[config.mk]
export PLATFORM = sky130hd
export DESIGN_NAME = split_word_intc
export DESIGN_NICKNAME = d
export VERILOG_FILES = /design/src/rtl/swic_pkg.sv /design/src/rtl/swic_sync.sv /design/src/rtl/swic_regbank.sv /design/src/rtl/swic_outstage.sv /design/src/rtl/split_word_intc.sv
export SDC_FILE = /design/constraint.sdc
export NUM_CORES = 1
export LEC_CHECK = 0
export BUFFER_PORTS_ARGS = -buffer_cell sky130_fd_sc_hd__buf_2
export CORE_MARGIN = 3
export CORE_UTILIZATION = 31
export CTS_CLUSTER_SIZE = 12
export DETAILED_ROUTE_END_ITERATION = 16
export PLACE_DENSITY = 0.57
export SKIP_CTS_REPAIR_TIMING = 1
export SLEW_MARGIN = 20
export SYNTH_ARGS = -nofsm -noshare
export SYNTH_HDL_FRONTEND = slang
export SYNTH_HIERARCHICAL = 1
export SYNTH_SLANG_ARGS = --single-unit
export TNS_END_PERCENT = 20
[constraint.sdc]
create_clock -name clk -period 1.48 [get_ports clk]
set_input_delay 0.222 -clock clk [delete_from_list [all_inputs] [get_ports clk]]
set_output_delay 0.222 -clock clk [all_outputs]
set_load 0.02 [all_outputs]
[src/rtl/swic_pkg.sv]
package swic_pkg;

    localparam logic [1:0] SZ_WORD = 2'b10;

    localparam logic [63:0] SENSE_RST = 64'h0000_1F07_FFF8_FFFF;
    localparam logic [63:0] DUAL_RST  = 64'h0000_00F8_0007_0000;
    localparam logic [63:0] EVENT_RST = 64'h0000_5F07_FFF8_FFFF;

    // register pair index = byte offset >> 3; the order is the address map
    typedef enum logic [3:0] {
        RG_IRQ_ST = 4'd0,
        RG_FIQ_ST = 4'd1,
        RG_RAW    = 4'd2,
        RG_SEL    = 4'd3,
        RG_EN_SET = 4'd4,
        RG_EN_CLR = 4'd5,
        RG_TR_SET = 4'd6,
        RG_TR_CLR = 4'd7,
        RG_SENSE  = 4'd8,
        RG_DUAL   = 4'd9,
        RG_EVENT  = 4'd10,
        RG_ST_CLR = 4'd11,
        RG_STATUS = 4'd12,
        RG_NONE   = 4'd15
    } rg_e;

    function automatic rg_e rg_decode(input int unsigned idx);
        if (idx <= 12) return rg_e'(idx[3:0]);
        return RG_NONE;
    endfunction

endpackage

[src/rtl/swic_sync.sv]
module swic_sync #(
    parameter int N      = 51,
    parameter int STAGES = 2
) (
    input  logic         clk,
    input  logic         rst_n,
    input  logic [N-1:0] async_in,
    output logic [N-1:0] rise,
    output logic [N-1:0] fall
);
    logic [N-1:0] stg [STAGES];
    logic [N-1:0] prev_q;

    always_ff @(posedge clk or negedge rst_n) begin
        if (!rst_n) begin
            for (int i = 0; i < STAGES; i++) stg[i] <= '0;
            prev_q <= '0;
        end else begin
            stg[0] <= async_in;
            for (int i = 1; i < STAGES; i++) stg[i] <= stg[i-1];
            prev_q <= stg[STAGES-1];
        end
    end

    assign rise = stg[STAGES-1] & ~prev_q;
    assign fall = ~stg[STAGES-1] & prev_q;
endmodule

[src/rtl/swic_regbank.sv]
module swic_regbank
    import swic_pkg::*;
#(
    parameter int N       = 51,
    parameter int ADDR_W  = 12,
    parameter int BUS_W   = 32,
    parameter int HI_BITS = 15,
    parameter int EV_LO   = 47,
    parameter int EV_W    = 4
) (
    input  logic              clk,
    input  logic              rst_n,
    input  logic [N-1:0]      rise,
    input  logic [N-1:0]      fall,
    input  logic              bus_valid,
    input  logic              bus_write,
    input  logic [ADDR_W-1:0] bus_addr,
    input  logic [1:0]        bus_size,
    input  logic [BUS_W-1:0]  bus_wdata,
    output logic [N-1:0]      status_q,
    output logic [N-1:0]      enable_q,
    output logic [N-1:0]      select_q,
    output logic [BUS_W-1:0]  bus_rdata
);
    localparam logic [N-1:0] LO_MASK = {{(N-BUS_W){1'b0}}, {BUS_W{1'b1}}};
    localparam logic [N-1:0] HI_MASK = {{(N-HI_BITS){1'b0}}, {HI_BITS{1'b1}}} << BUS_W;
    localparam logic [N-1:0] SENSE_V = SENSE_RST[N-1:0];
    localparam logic [N-1:0] DUAL_V  = DUAL_RST[N-1:0];
    localparam logic [N-1:0] EVENT_V = EVENT_RST[N-1:0];

    logic            hi_half;
    logic            acc_ok;
    logic            wr_fire;
    rg_e             kind;
    logic [N-1:0]    wd_full;
    logic [N-1:0]    half_mask;
    logic [N-1:0]    trigger_q;
    logic [EV_W-1:0] ev_q;
    logic [N-1:0]    ev_full;
    logic [N-1:0]    sel_d, en_d, tr_d, st_clr;
    logic [EV_W-1:0] ev_d;
    logic [N-1:0]    rv;
    logic [BUS_W-1:0] rd_word;

    assign hi_half   = bus_addr[2];
    assign acc_ok    = bus_valid && (bus_size == SZ_WORD) && (bus_addr[1:0] == 2'b00);
    assign kind      = acc_ok ? rg_decode(int'(bus_addr[ADDR_W-1:3])) : RG_NONE;
    assign wr_fire   = acc_ok && bus_write;
    assign half_mask = hi_half ? HI_MASK : LO_MASK;
    assign wd_full   = hi_half ? ({{(N-HI_BITS){1'b0}}, bus_wdata[HI_BITS-1:0]} << BUS_W)
                               : {{(N-BUS_W){1'b0}}, bus_wdata};

    always_comb begin
        ev_full = EVENT_V;
        ev_full[EV_LO +: EV_W] = ev_q;
    end

    // next-state for the writable vectors
    always_comb begin
        sel_d  = select_q;
        en_d   = enable_q;
        tr_d   = trigger_q;
        ev_d   = ev_q;
        st_clr = '0;
        if (wr_fire) begin
            unique case (kind)
                RG_SEL:    sel_d  = (select_q & ~half_mask) | wd_full;
                RG_EN_SET: en_d   = enable_q | wd_full;
                RG_EN_CLR: en_d   = enable_q & ~wd_full;
                RG_TR_SET: tr_d   = trigger_q | wd_full;
                RG_TR_CLR: tr_d   = trigger_q & ~wd_full;
                RG_EVENT:  ev_d   = wd_full[EV_LO +: EV_W];
                RG_ST_CLR: st_clr = wd_full;
                default:   ;
            endcase
        end
    end

    always_ff @(posedge clk or negedge rst_n) begin
        if (!rst_n) begin
            select_q  <= '0;
            enable_q  <= '0;
            trigger_q <= '0;
            status_q  <= '0;
            ev_q      <= EVENT_V[EV_LO +: EV_W];
        end else begin
            select_q  <= sel_d;
            enable_q  <= en_d;
            trigger_q <= tr_d;
            ev_q      <= ev_d;
            status_q  <= ((status_q & ~st_clr) | rise) & ~fall;
        end
    end

    // read mux
    always_comb begin
        unique case (kind)
            RG_IRQ_ST: rv = status_q & enable_q & ~select_q;
            RG_FIQ_ST: rv = status_q & enable_q & select_q;
            RG_RAW:    rv = status_q;
            RG_SEL:    rv = select_q;
            RG_EN_SET: rv = enable_q;
            RG_TR_SET: rv = trigger_q;
            RG_SENSE:  rv = SENSE_V;
            RG_DUAL:   rv = DUAL_V;
            RG_EVENT:  rv = ev_full;
            RG_STATUS: rv = status_q;
            default:   rv = '0;
        endcase
        rd_word = hi_half ? {{(BUS_W-HI_BITS){1'b0}}, rv[BUS_W +: HI_BITS]}
                          : rv[BUS_W-1:0];
    end

    always_ff @(posedge clk or negedge rst_n) begin
        if (!rst_n)                       bus_rdata <= '0;
        else if (bus_valid && !bus_write) bus_rdata <= rd_word;
    end

    // a synchronized rising edge lands in status
    assert_rise_sets_R1: assert property (@(posedge clk) disable iff (!rst_n)
        (|rise) |=> ((status_q & $past(rise)) == $past(rise)));
    // a synchronized falling edge clears status
    assert_fall_clears_R1: assert property (@(posedge clk) disable iff (!rst_n)
        (|fall) |=> ((status_q & $past(fall)) == '0));
    // clear address removes the written bits from enable
    assert_en_clr_R3: assert property (@(posedge clk) disable iff (!rst_n)
        (wr_fire && kind == RG_EN_CLR) |=> ((enable_q & $past(wd_full)) == '0));
    // select half write keeps the other half
    assert_sel_keep_R4: assert property (@(posedge clk) disable iff (!rst_n)
        (wr_fire && kind == RG_SEL) |=>
        ((select_q & ~$past(half_mask)) == ($past(select_q) & ~$past(half_mask))));
    // write-only offsets read as zero
    assert_wo_read_zero_R10: assert property (@(posedge clk) disable iff (!rst_n)
        (bus_valid && !bus_write && (kind == RG_EN_CLR || kind == RG_TR_CLR || kind == RG_ST_CLR))
        |=> (bus_rdata == '0));
    // reads of a wrong size return zero
    assert_bad_size_zero_R11: assert property (@(posedge clk) disable iff (!rst_n)
        (bus_valid && !bus_write && bus_size != SZ_WORD) |=> (bus_rdata == '0));
endmodule

[src/rtl/swic_outstage.sv]
module swic_outstage #(
    parameter int N = 51
) (
    input  logic         clk,
    input  logic         rst_n,
    input  logic [N-1:0] status_q,
    input  logic [N-1:0] enable_q,
    input  logic [N-1:0] select_q,
    output logic         irq_o,
    output logic         fiq_o
);
    logic [N-1:0] live;
    assign live = status_q & enable_q;

    always_ff @(posedge clk or negedge rst_n) begin
        if (!rst_n) begin
            irq_o <= 1'b0;
            fiq_o <= 1'b0;
        end else begin
            irq_o <= |(live & ~select_q);
            fiq_o <= |(live & select_q);
        end
    end
endmodule

[src/rtl/split_word_intc.sv]
module split_word_intc #(
    parameter int NUM_SRC = 51,
    parameter int ADDR_W  = 12,
    parameter int HI_BITS = 15,
    parameter int EV_LO   = 47,
    parameter int EV_W    = 4,
    parameter int SYNC_N  = 2
) (
    input  logic               clk,
    input  logic               rst_n,
    input  logic [NUM_SRC-1:0] src_in,
    input  logic               bus_valid,
    input  logic               bus_write,
    input  logic [ADDR_W-1:0]  bus_addr,
    input  logic [1:0]         bus_size,
    input  logic [31:0]        bus_wdata,
    output logic [31:0]        bus_rdata,
    output logic               irq_o,
    output logic               fiq_o
);
    localparam int BUS_W = 32;

    logic [NUM_SRC-1:0] rise, fall;
    logic [NUM_SRC-1:0] status_q, enable_q, select_q;

    swic_sync #(.N(NUM_SRC), .STAGES(SYNC_N)) sync_i (
        .clk(clk), .rst_n(rst_n), .async_in(src_in), .rise(rise), .fall(fall)
    );

    swic_regbank #(
        .N(NUM_SRC), .ADDR_W(ADDR_W), .BUS_W(BUS_W),
        .HI_BITS(HI_BITS), .EV_LO(EV_LO), .EV_W(EV_W)
    ) regs_i (
        .clk(clk), .rst_n(rst_n), .rise(rise), .fall(fall),
        .bus_valid(bus_valid), .bus_write(bus_write), .bus_addr(bus_addr),
        .bus_size(bus_size), .bus_wdata(bus_wdata),
        .status_q(status_q), .enable_q(enable_q), .select_q(select_q),
        .bus_rdata(bus_rdata)
    );

    swic_outstage #(.N(NUM_SRC)) out_i (
        .clk(clk), .rst_n(rst_n), .status_q(status_q), .enable_q(enable_q),
        .select_q(select_q), .irq_o(irq_o), .fiq_o(fiq_o)
    );

    // with nothing enabled, both lines are low one clock later
    assert_out_quiet_R7: assert property (@(posedge clk) disable iff (!rst_n)
        (enable_q == '0) |=> (!irq_o && !fiq_o));
    // a raised fast line traces back to a selected, enabled, pending source
    assert_fiq_cause_R7: assert property (@(posedge clk) disable iff (!rst_n)
        $rose(fiq_o) |-> ($past(status_q & enable_q & select_q) != '0));
endmodule

==> run_results.csv <==
group,metric,value,unit
die,ios,135,
power_and_ir_drop,ir_worst_vdd,0.900,mV
sta,max_freq,635,MHz
setup_path,cp_max_fo,5,
cells_and_area,design_area,24000,µm²
logic_synthesis,synth_commonest_cells,"dfrtp_1, a21oi_1, and2b_2",
grt,grt_pass1_vias,14300,
setup_path,cp_top_family,"simple AND/OR/NAND/NOR gates",
sta,maxSlewViolCount,0,
sta,slew_headroom,64.9,%
run,maxCapViolations,0,
hold_path,hold_class,"primary input to register",
setup_path,crit_type,"register to register",
sta,rsz0062_at_grt,"yes",
grt,grt_overflow,0,
sta,fin_skew,20.8,ps
logic_synthesis,yosysSeqAreaShare,55.5,%
cts,cts_tree,"done",
power_and_ir_drop,cellLeakagePower,10.8,nW
logic_synthesis,async_reset_ff_share,100,%
die,die_x,241,µm
logic_synthesis,syn_area,17100,µm²
sta,worstMarginPinSlew,525,ps
die,start_util,31.6,%
setup_path,start_kind,"register",
cts,cts_buffer_depth,3,
setup_path,path_cells,"buf_6 -> nand3_1 -> nand4_1 -> nor3_2 -> buf_4 -> nand4_1 -> buf_4",
sta,timing.final.crit_share,106,%
grt,grt_max_degree,54,
die,rows,85,
route,vias,14600,
logic_synthesis,ys.warnings.count,6,
sta,hold_violations,2,
die,die_area,58000,µm²
sta,setup_viol,33,
setup_path,path_buf_inv,3,
cells_and_area,n_fill_cell,5064,
grt,antenna_found_initial,3,
grt,grt_use_total,20.9,%
setup_path,slowest_delay,390,ps
logic_synthesis,synthTopCellsByArea,"dfrtp_1, a21oi_1, and2b_2",
cells_and_area,layout.nets,2128,
die,coreArea,54100,µm²
place,io_buffers,134,
route,drcViolationCount,0,
logic_synthesis,synth_area_leader_cell,"dfrtp_1",
logic_synthesis,ys.flop_type,"dfrtp_1",
grt,grt_pass1_wl,90900,µm
logic_synthesis,synth.avg_cell_area,11.1,µm²
place,dp_hpwl,44000,µm
route,drtAntennaViolNets,0,
route,viasPerCell,5.30,
setup_path,rrSetupSlack,-90,ps
cells_and_area,area_growth,40.5,%
cts,clock_latency,580,ps
sta,hold_ws,-7.66,ps
logic_synthesis,synth_most_common_cell,"dfrtp_1",
cts,h-tree-depth,2,
setup_path,required,1940,ps
logic_synthesis,synth.top_cell.area_share,55.5,%
route,drtIter0Drc,1179,
setup_path,path_depth,7,
sta,period_minus_slack,1570,ps
place,place_congestion,0.945,
setup_path,cp-end-kind,"register",
power_and_ir_drop,p_total,24.3,mW
cells_and_area,layout-drive-gt1-share,40.1,%
cts,cts.sinks,379,
route,wl_per_cell,22.6,µm
logic_synthesis,ys_ff_latch,379,
setup_path,worst_path_max_delay_cell,"dfrtp_1",
logic_synthesis,synth_edf_count,0,
run_status,outcome,"complete, but fails checks",
logic_synthesis,synth_cells,1536,
logic_synthesis,synth_cell_types,72,
sta,worst_slack,-94.6,ps
die,die_y,241,µm
route,drt_first_pass_iters,8,
route,routed_wl,62400,µm
cts,clkTransAtPathRegs,60,ps
cts,cts_made_buffers,44,
setup_path,r2r_cells,7,
setup_path,arrival,2030,ps
power_and_ir_drop,p_per_area,1010,nW/µm²
setup_path,setup.worst_path.end,"out_i/fiq_o",
run_status,violations,"hold timing, setup timing",
place,place_area,21100,µm²
cts,cts_root_buffer,"clkbuf_16",
setup_path,timing.rr.end,"out_i/fiq_o",
-- worst min path at each step --
stage | from | to | slack [ps] | cells past startpoint
2_1_floorplan | rst_n | out_i/fiq_o | -70 | 0
3_3_place_gp | rst_n | regs_i/status_q[28] | 150 | 1
3_5_place_dp | rst_n | async pin | 150 | 1
4_1_cts | rst_n | async pin | -460 | 1
5_1_grt | bus_wdata[9] | register | 4 | 2
6_report | bus_wdata[9] | register | -8 | 2
-- area by class of cell --
cell class | count | area [µm²] | share of cell area, %
Inverter | 4 | 15.0 | 0.0626
Antenna cell | 2 | 5.00 | 0.0209
Multi-Input combinational cell | 1062 | 7650 | 31.9
Tap cell | 696 | 871 | 3.63
Clock inverter | 14 | 181 | 0.756
Timing Repair Buffer | 536 | 4500 | 18.7
Sequential cell | 379 | 9500 | 39.6
Clock buffer | 62 | 1280 | 5.33
-- cells by family (layout without fill, tap and decap cells) --
logic type | Yosys count | count (layout) | synth area share [%]
flip-flops | 379 | 379 | 55.5
XOR/XNOR | 36 | 36 | 1.85
AO/OA/AOI/OAI | 479 | 479 | 17.8
AND/OR/NAND/NOR | 466 | 466 | 16.8
buffers and inverters | 102 | 616 | 3.22
multiplexers | 73 | 73 | 4.70
other | 1 | 10 | 0.0220
-- where the power goes --
part	switching (mW)	leakage [nW]	total, mW	internal [mW]
sequential	0.309	4.82	11.1	10.7
combinational	1.07	5.26	2.09	1.02
clock	4.40	0.726	11.1	6.70
total	5.78	10.8	24.3	18.5
-- layer usage --
metal  wire length, µm  track usage (%)  vias to the layer above
met3              3450             2.75                      114
met2             28700             33.3                      491
met5                 0                0                        -
li1                  -                -                     6656
met4              2390             8.08                        0
met1             27800             29.2                     7352
-- placed cells by master (no fill, tap or decap), types with 8 or more instances in the layout --
cell type / instances
and2b_2: 103
nand3_1: 75
nor2_1: 66
and2_1: 34
a22oi_1: 18
conb_1: 8
buf_4: 273
nand4_1: 16
o21ai_0: 28
buf_12: 35
nor2b_1: 9
a31oi_1: 69
dfrtp_1: 368
mux2_2: 48
a21oi_2: 50
dlygate4sd3_1: 75
o31ai_1: 8
dfrtp_2: 11
a21oi_1: 143
a2bb2oi_1: 20
buf_6: 18
clkbuf_1: 8
clkbuf_16: 50
a31o_2: 18
o21ai_1: 28
mux2_1: 10
a221oi_2: 11
mux2i_1: 15
nand3b_1: 32
xnor2_1: 31
nand2_1: 74
buf_2: 128
a221oi_1: 15
a222oi_1: 12
clkbuf_8: 9
-- metrics by stage --
stage / setup WS (ps) / instances / utilization, % / TNS (ps) / hold WS, ps
after detailed placement: -847 / 2585 / 39.0 / -134210 / 153
final: -94.6 / 2755 / 44.3 / -784 / -7.66
after global placement: -814 / 2585 / 39.0 / -130250 / 154
after floorplan: -271 / 1543 / - / -30650 / -73.6
after CTS: -273 / 2661 / 41.7 / -11200 / -463
after global routing: -183 / 2755 / 44.3 / -3470 / 3.77
No activity file was read; power rests on OpenSTA's default activity.
